**src/rtl/irq_rf_pkg.sv**
```systemverilog
package irq_rf_pkg;

    typedef enum logic [2:0] {
        SK_ID,
        SK_VER,
        SK_ARB,
        SK_RSVD,
        SK_ENTRY,
        SK_OOR
    } sel_kind_e;

    typedef enum logic [0:0] {
        ST_IDLE,
        ST_RESP
    } bus_state_e;

    localparam logic [7:0] OFF_SEL    = 8'h00;
    localparam logic [7:0] OFF_SEL_HI = 8'h04;
    localparam logic [7:0] OFF_WIN    = 8'h10;
    localparam logic [7:0] OFF_EOI    = 8'h40;

    localparam logic [7:0] SEL_ID       = 8'h00;
    localparam logic [7:0] SEL_VER      = 8'h01;
    localparam logic [7:0] SEL_ARB      = 8'h02;
    localparam logic [7:0] SEL_WIN_BASE = 8'h10;

    localparam logic [7:0] VERSION_CODE = 8'h20;

    localparam int EB_STATUS = 12;
    localparam int EB_IRR    = 14;
    localparam int EB_TRIG   = 15;
    localparam int EB_MASK   = 16;

    localparam logic [63:0] ENT_RESET = 64'h0000_0000_0001_0000;

endpackage

```
**src/rtl/irq_rf_decode.sv**
```systemverilog
module irq_rf_decode
    import irq_rf_pkg::*;
#(
    parameter int PINS  = 24,
    parameter int PIN_W = $clog2(PINS)
) (
    input  logic [7:0]       sel,
    output sel_kind_e        kind,
    output logic [PIN_W-1:0] pin,
    output logic             upper
);

    logic [7:0] offs;
    logic [6:0] idx;

    always_comb begin
        offs  = sel - SEL_WIN_BASE;
        idx   = offs[7:1];
        pin   = idx[PIN_W-1:0];
        upper = sel[0];
        if (sel < SEL_WIN_BASE) begin
            unique case (sel)
                SEL_ID:  kind = SK_ID;
                SEL_VER: kind = SK_VER;
                SEL_ARB: kind = SK_ARB;
                default: kind = SK_RSVD;
            endcase
        end else if ({1'b0, idx} < 8'(PINS)) begin
            kind = SK_ENTRY;
        end else begin
            kind = SK_OOR;
        end
    end

endmodule

```
**src/rtl/irq_rf_table.sv**
```systemverilog
module irq_rf_table
    import irq_rf_pkg::*;
#(
    parameter int PINS  = 24,
    parameter int PIN_W = $clog2(PINS)
) (
    input  logic                  clk,
    input  logic                  rst_n,
    input  logic                  wr_lo,
    input  logic                  wr_hi,
    input  logic [PIN_W-1:0]      pin,
    input  logic [31:0]           wdata,
    input  logic [PINS-1:0]       irr_set,
    output logic [PINS-1:0][63:0] ent_q
);

    for (genvar g = 0; g < PINS; g++) begin : g_row
        logic hit;
        assign hit = (pin == PIN_W'(g));

        always_ff @(posedge clk) begin
            if (!rst_n) begin
                ent_q[g] <= ENT_RESET;
            end else if (hit && wr_lo) begin
                ent_q[g][31:16]     <= wdata[31:16];
                ent_q[g][EB_TRIG]   <= wdata[EB_TRIG];
                ent_q[g][EB_IRR]    <= wdata[EB_TRIG] ? ent_q[g][EB_IRR] : 1'b0;
                ent_q[g][13]        <= wdata[13];
                ent_q[g][EB_STATUS] <= ent_q[g][EB_STATUS];
                ent_q[g][11:0]      <= wdata[11:0];
            end else if (hit && wr_hi) begin
                ent_q[g][63:32] <= wdata;
            end else if (irr_set[g] && ent_q[g][EB_TRIG]) begin
                ent_q[g][EB_IRR] <= 1'b1;
            end
        end

        // an edge-mode entry never carries a remote request flag
        assert_edge_no_irr_R9: assert property (@(posedge clk) disable iff (!rst_n)
            !ent_q[g][EB_TRIG] |-> !ent_q[g][EB_IRR]);

        // a low-half write leaves the delivery status bit as it was
        assert_status_kept_R8: assert property (@(posedge clk) disable iff (!rst_n)
            (hit && wr_lo) |=> (ent_q[g][EB_STATUS] == $past(ent_q[g][EB_STATUS])));

        // a level-mode low write keeps the flag
        assert_irr_kept_R9: assert property (@(posedge clk) disable iff (!rst_n)
            (hit && wr_lo && wdata[EB_TRIG]) |=> (ent_q[g][EB_IRR] == $past(ent_q[g][EB_IRR])));
    end

endmodule

```
**src/rtl/irq_router_regfile.sv**
```systemverilog
module irq_router_regfile
    import irq_rf_pkg::*;
#(
    parameter int PINS = 24
) (
    input  logic               clk,
    input  logic               rst_n,
    input  logic               bus_rd,
    input  logic               bus_wr,
    input  logic [7:0]         bus_addr,
    input  logic [31:0]        bus_wdata,
    input  logic [3:0]         bus_wstrb,
    output logic [31:0]        bus_rdata,
    output logic               bus_rvalid,
    output logic               eoi_valid,
    output logic [7:0]         eoi_vector,
    input  logic [PINS-1:0]    irr_set,
    output logic [PINS*8-1:0]  ent_vector_o,
    output logic [PINS*3-1:0]  ent_dlvmode_o,
    output logic [PINS-1:0]    ent_logical_o,
    output logic [PINS-1:0]    ent_actlow_o,
    output logic [PINS-1:0]    ent_level_o,
    output logic [PINS-1:0]    ent_mask_o,
    output logic [PINS-1:0]    ent_irr_o,
    output logic [PINS*8-1:0]  ent_dest_o
);

    localparam int          PIN_W    = $clog2(PINS);
    localparam logic [7:0]  PIN_MAX  = 8'(PINS - 1);
    localparam logic [31:0] VER_WORD = {8'h00, PIN_MAX, 8'h00, VERSION_CODE};

    bus_state_e            state_q, state_d;
    logic [7:0]            sel_q;
    logic [3:0]            id_q;
    logic [31:0]           rdata_q;
    logic [31:0]           rd_word;
    logic                  eoi_valid_q;
    logic [7:0]            eoi_vec_q;
    sel_kind_e             dec_kind;
    logic [PIN_W-1:0]      dec_pin;
    logic                  dec_upper;
    logic                  win_full;
    logic                  wr_lo, wr_hi;
    logic [PINS-1:0][63:0] ent_q;

    irq_rf_decode #(.PINS(PINS), .PIN_W(PIN_W)) u_decode (
        .sel   (sel_q),
        .kind  (dec_kind),
        .pin   (dec_pin),
        .upper (dec_upper)
    );

    assign win_full = bus_wr && (bus_addr == OFF_WIN) && (bus_wstrb == 4'hF);
    assign wr_lo    = win_full && (dec_kind == SK_ENTRY) && !dec_upper;
    assign wr_hi    = win_full && (dec_kind == SK_ENTRY) &&  dec_upper;

    irq_rf_table #(.PINS(PINS), .PIN_W(PIN_W)) u_table (
        .clk     (clk),
        .rst_n   (rst_n),
        .wr_lo   (wr_lo),
        .wr_hi   (wr_hi),
        .pin     (dec_pin),
        .wdata   (bus_wdata),
        .irr_set (irr_set),
        .ent_q   (ent_q)
    );

    // select and identity registers
    always_ff @(posedge clk) begin
        if (!rst_n) begin
            sel_q <= 8'h00;
            id_q  <= 4'h0;
        end else begin
            if (bus_wr && (bus_addr == OFF_SEL) && bus_wstrb[0]) begin
                sel_q <= bus_wdata[7:0];
            end
            if (win_full && (dec_kind == SK_ID)) begin
                id_q <= bus_wdata[27:24];
            end
        end
    end

    // read word selection
    always_comb begin
        rd_word = 32'h0;
        if (bus_addr == OFF_SEL) begin
            rd_word = {24'h0, sel_q};
        end else if (bus_addr == OFF_WIN) begin
            unique case (dec_kind)
                SK_ID, SK_ARB: rd_word = {4'h0, id_q, 24'h0};
                SK_VER:        rd_word = VER_WORD;
                SK_ENTRY:      rd_word = dec_upper ? ent_q[dec_pin][63:32]
                                                   : ent_q[dec_pin][31:0];
                SK_OOR:        rd_word = 32'hFFFF_FFFF;
                default:       rd_word = 32'h0;
            endcase
        end
    end

    // bus state register
    always_ff @(posedge clk) begin
        if (!rst_n) begin
            state_q <= ST_IDLE;
        end else begin
            state_q <= state_d;
        end
    end

    // next state
    always_comb begin
        state_d = state_q;
        unique case (state_q)
            ST_IDLE: state_d = bus_rd ? ST_RESP : ST_IDLE;
            ST_RESP: state_d = bus_rd ? ST_RESP : ST_IDLE;
            default: state_d = ST_IDLE;
        endcase
    end

    // registered data paths
    always_ff @(posedge clk) begin
        if (!rst_n) begin
            rdata_q     <= 32'h0;
            eoi_valid_q <= 1'b0;
            eoi_vec_q   <= 8'h00;
        end else begin
            if (bus_rd) begin
                rdata_q <= rd_word;
            end
            eoi_valid_q <= bus_wr && (bus_addr == OFF_EOI) && bus_wstrb[0];
            if (bus_wr && (bus_addr == OFF_EOI) && bus_wstrb[0]) begin
                eoi_vec_q <= bus_wdata[7:0];
            end
        end
    end

    // outputs
    always_comb begin
        bus_rvalid = 1'b0;
        bus_rdata  = 32'h0;
        unique case (state_q)
            ST_IDLE: begin
                bus_rvalid = 1'b0;
                bus_rdata  = 32'h0;
            end
            ST_RESP: begin
                bus_rvalid = 1'b1;
                bus_rdata  = rdata_q;
            end
            default: begin
                bus_rvalid = 1'b0;
                bus_rdata  = 32'h0;
            end
        endcase
        eoi_valid  = eoi_valid_q;
        eoi_vector = eoi_vec_q;
    end

    for (genvar p = 0; p < PINS; p++) begin : g_fields
        assign ent_vector_o[p*8 +: 8]  = ent_q[p][7:0];
        assign ent_dlvmode_o[p*3 +: 3] = ent_q[p][10:8];
        assign ent_logical_o[p]        = ent_q[p][11];
        assign ent_actlow_o[p]         = ent_q[p][13];
        assign ent_irr_o[p]            = ent_q[p][EB_IRR];
        assign ent_level_o[p]          = ent_q[p][EB_TRIG];
        assign ent_mask_o[p]           = ent_q[p][EB_MASK];
        assign ent_dest_o[p*8 +: 8]    = ent_q[p][63:56];
    end

    // one-cycle end-of-interrupt pulse carrying the written byte
    assert_eoi_pulse_R11: assert property (@(posedge clk) disable iff (!rst_n)
        (bus_wr && (bus_addr == OFF_EOI) && bus_wstrb[0])
            |=> (eoi_valid && (eoi_vector == $past(bus_wdata[7:0]))));

    assert_eoi_quiet_R11: assert property (@(posedge clk) disable iff (!rst_n)
        !(bus_wr && (bus_addr == OFF_EOI) && bus_wstrb[0]) |=> !eoi_valid);

    // read data valid in the cycle after a read
    assert_rvalid_follow_R12: assert property (@(posedge clk) disable iff (!rst_n)
        bus_rd |=> bus_rvalid);

    assert_rvalid_idle_R12: assert property (@(posedge clk) disable iff (!rst_n)
        !bus_rd |=> !bus_rvalid);

    // select register takes the written byte
    assert_sel_load_R1: assert property (@(posedge clk) disable iff (!rst_n)
        (bus_wr && (bus_addr == OFF_SEL) && bus_wstrb[0]) |=> (sel_q == $past(bus_wdata[7:0])));

    // partial-strobe window writes leave the table untouched
    assert_partial_drop_R7: assert property (@(posedge clk) disable iff (!rst_n)
        (bus_wr && (bus_addr == OFF_WIN) && (bus_wstrb != 4'hF) && (irr_set == '0))
            |=> $stable(ent_q));

    // writes through an out-of-range select change no entry
    assert_oor_ignored_R10: assert property (@(posedge clk) disable iff (!rst_n)
        (win_full && (dec_kind == SK_OOR) && (irr_set == '0)) |=> $stable(ent_q));

endmodule

```
**config.mk**
```make
export PLATFORM = sky130hd
export DESIGN_NAME = irq_router_regfile
export DESIGN_NICKNAME = d
export VERILOG_FILES = /design/src/rtl/irq_rf_pkg.sv /design/src/rtl/irq_rf_decode.sv /design/src/rtl/irq_rf_table.sv /design/src/rtl/irq_router_regfile.sv
export SDC_FILE = /design/constraint.sdc
export NUM_CORES = 2
export LEC_CHECK = 0
export ABC_AREA = 1
export BUFFER_PORTS_ARGS = -buffer_cell sky130_fd_sc_hd__clkbuf_2
export CAP_MARGIN = 20
export CELL_PAD_IN_SITES_DETAIL_PLACEMENT = 1
export CELL_PAD_IN_SITES_GLOBAL_PLACEMENT = 1
export CORE_MARGIN = 2
export CORE_UTILIZATION = 44
export DETAILED_ROUTE_END_ITERATION = 10
export PLACE_DENSITY = 0.83
export SYNTH_ARGS = -nofsm -noshare
export SYNTH_HDL_FRONTEND = slang
export SYNTH_SLANG_ARGS = --single-unit
```
**constraint.sdc**
```tcl
create_clock -name clk -period 2.7 [get_ports clk]
set_input_delay 0.135 -clock clk [delete_from_list [all_inputs] [get_ports clk]]
set_output_delay 0.135 -clock clk [all_outputs]
set_load 0.01 [all_outputs]
```
==> flow_summary.toml <==
[outcome]
outcome = "finished with violations"
violations = "negative setup slack"

[synthesis]
synthFlopType = "dfxtp_1"
synthSimpleGateAreaFrac = 0.201
synthesis.nets = 9768
synth_area_leaders = "dfxtp_1, nor2_1, a211oi_1"
synth_commonest_cells = "nor2_1, dfxtp_1, nand2_1"
ys_async_sr_fraction = 0
synth_edf_count = 0
synth_top_area_cell = "dfxtp_1"
synth_compound_area_frac = 0.220
ys_seq_elements = 1566
synth_xor_area_frac = 0.000123
ys_warn_count = 0
synth.most_common_cell = "nor2_1"
ys_seq_area_frac = 0.440
synth_fa_ha_area_frac = 0.000352
ys_types = 34
synthMuxAreaShare = 0
syn_area_um2 = 71200
syn_inst = 9694
syn_area_per_cell_um2 = 7.34
synthDominantCellAreaShare = 0.440
synth_top_family_by_area = "compound AO/OA/AOI/OAI gates"

[cts]
insertion_delay_ps = 840
cts_buffers = 171
cts_tree = "yes"
clockBufferDepth = 3
clk_pin_slew_ps = 60
htreeDepth = 4
cts_root_buf = "clkbuf_16"
clock_sinks = 1566

[worst_setup_path]
critPathCaptureType = "flip-flop"
ff2ff_path_depth = 16
cp.required_ps = 3460
crit_arrival_ps = 3600
critPathKind = "reg -> reg"
reg2reg_slack_ps = -130
cp-start-kind = "flip-flop"
critPathMaxFanout = 11

[die]
fp.dieH_um = 406
rows = 147
dieArea_um2 = 165000
num_io_pins = 690
die_x_um = 406
initial_core_util = 0.443
core-area_um2 = 161000

[timing]
skew_ps = 35.6
worst_hold_slack_ps = 56.2
slew_headroom = 0.232
finalCriticalPeriod_ps = 2830
maxSlewViolCount = 0
tns_ps = -578
rsz0062_at_grt = "true"
setup_ws_ps = -134
fmax_ghz = 0.353
finalCritPeriodShare = 1.05
final-setup-viol-count = 23
worst_pin_slew_ps = 1150
hold_violations = 0

[power]
power.density_nw_per_um2 = 585
peakVddDrop_mv = 0.708
power_mw = 49.2
power.leakage_nw = 33.3

[grt]
grt_pass1_wl_um = 516000
grt_max_degree = 210
grt_pass1_vias = 72000
grt-ovfl-total = 0
track_usage = 0.430
antenna_found_initial = 46

[cells_and_area]
fin_area_um2 = 84200
layout-drive-gt1-share = 0.179
instances_no_fill = 12200
final_core_util = 0.524
area_growth_pct = 18.3
fin_nets = 9953

[placement]
place_inst = 11700
port_buffers = 689
place_hpwl_um = 255000
postPlaceCellArea_um2 = 76200
pre_cts_ws_ps = -485
place_congestion = 1.03

[detailed_routing]
drc_errors = 0
drt_pre_antenna_iters = 6
wl_um = 383000
vias = 76200
routedWlPerCell_um = 31.4
detail-route-antenna-nets = 0
drtIter0Drc = 10200
via_per_inst = 6.24

[min_path]
min-delay-path-class = "in -> reg"
min_delay_path_depth = 6

[flow_run]
cap_violations = 0
layout make-up:
class | instances | area [µm²]
fillers | 19700 | 76400
flip-flops and latches | 1566 | 31400
multi-input cells | 6171 | 30500
repair buffers | 1405 | 11800
clock buffers | 260 | 5140
well taps | 2160 | 2700
inverters | 562 | 2140
clock inverters | 50 | 505
diodes | 27 | 67.6
repair inverters | 2 | 15.0
flip-flops by register name (all words and copies together) (netlist names):
| register | cells |
|---|---|
| u_table.ent_q | 1512 |
| eoi_valid | 1 |
| sel_q | 8 |
| eoi_vector | 8 |
| state_q | 1 |
| rdata_q | 32 |
| id_q | 4 |
logic make-up after synthesis:
logic type                 Yosys count
buffers and inverters             1957
AOI/OAI and AO/OA                 2494
xor gates and xnor gates             1
adders and majority gates            2
and+or+nand+nor                   3674
DFF                               1566
power by group:
group          switching (mW)  leakage, nW  total [mW]  internal, mW
Clock                    10.5         2.81        24.2          13.6
Sequential             0.0134         12.6        23.1          23.1
Combinational            1.58         17.9        1.93         0.350
Total                    12.1         33.3        49.2          37.1
layer usage:
layer	wire (µm)	global-route usage
met5	145	0
met4	31900	0.305
met3	50400	0.116
met2	158000	0.629
met1	142000	0.547
critical path, cell delays in order (launching register included):
cell and delay [ps]:
dfxtp_4 420, clkinvlp_4 120, buf_4 170, nand2_8 130, buf_4 210, clkbuf_16 220, nor2_1 60, nor2_1 100
nand2_1 110, nand2_1 180, nand3_1 120, o21ai_1 260, buf_4 190, nand3_1 170, nand2_1 110, nand2_1 50
a21oi_1 130
what timing repair did:
action	in CTS	in global routing
cloned	1	27
buffers inserted	4	48
setup endpoints to repair	66	415
endpoints found under the hold margin	317	0
gates resized for setup	29	126
hold buffers	65	0
pin swaps	1	21
final timing paths:
| check | start | endpoint |
|---|---|---|
| hold reg to reg | u_table.ent_q[278] | u_table.ent_q[278] |
| setup reg to reg | sel_q[2] | rdata_q[26] |
| hold / removal | bus_addr[5] | eoi_vector[3] |
| setup / recovery | sel_q[2] | rdata_q[26] |
layout by cell type (no fill, tap or decap), drive strengths merged, types with 86 or more instances in the layout:
master and instances:
inv 562, nand2 1271, buf 630, dfxtp 1566
o22ai 122, a22oi 86, clkbuf 969, a21oi 624
nor2 2229, a211oi 1085, nand3 114, o21ai 567
(Power assumes the default switching activity.)
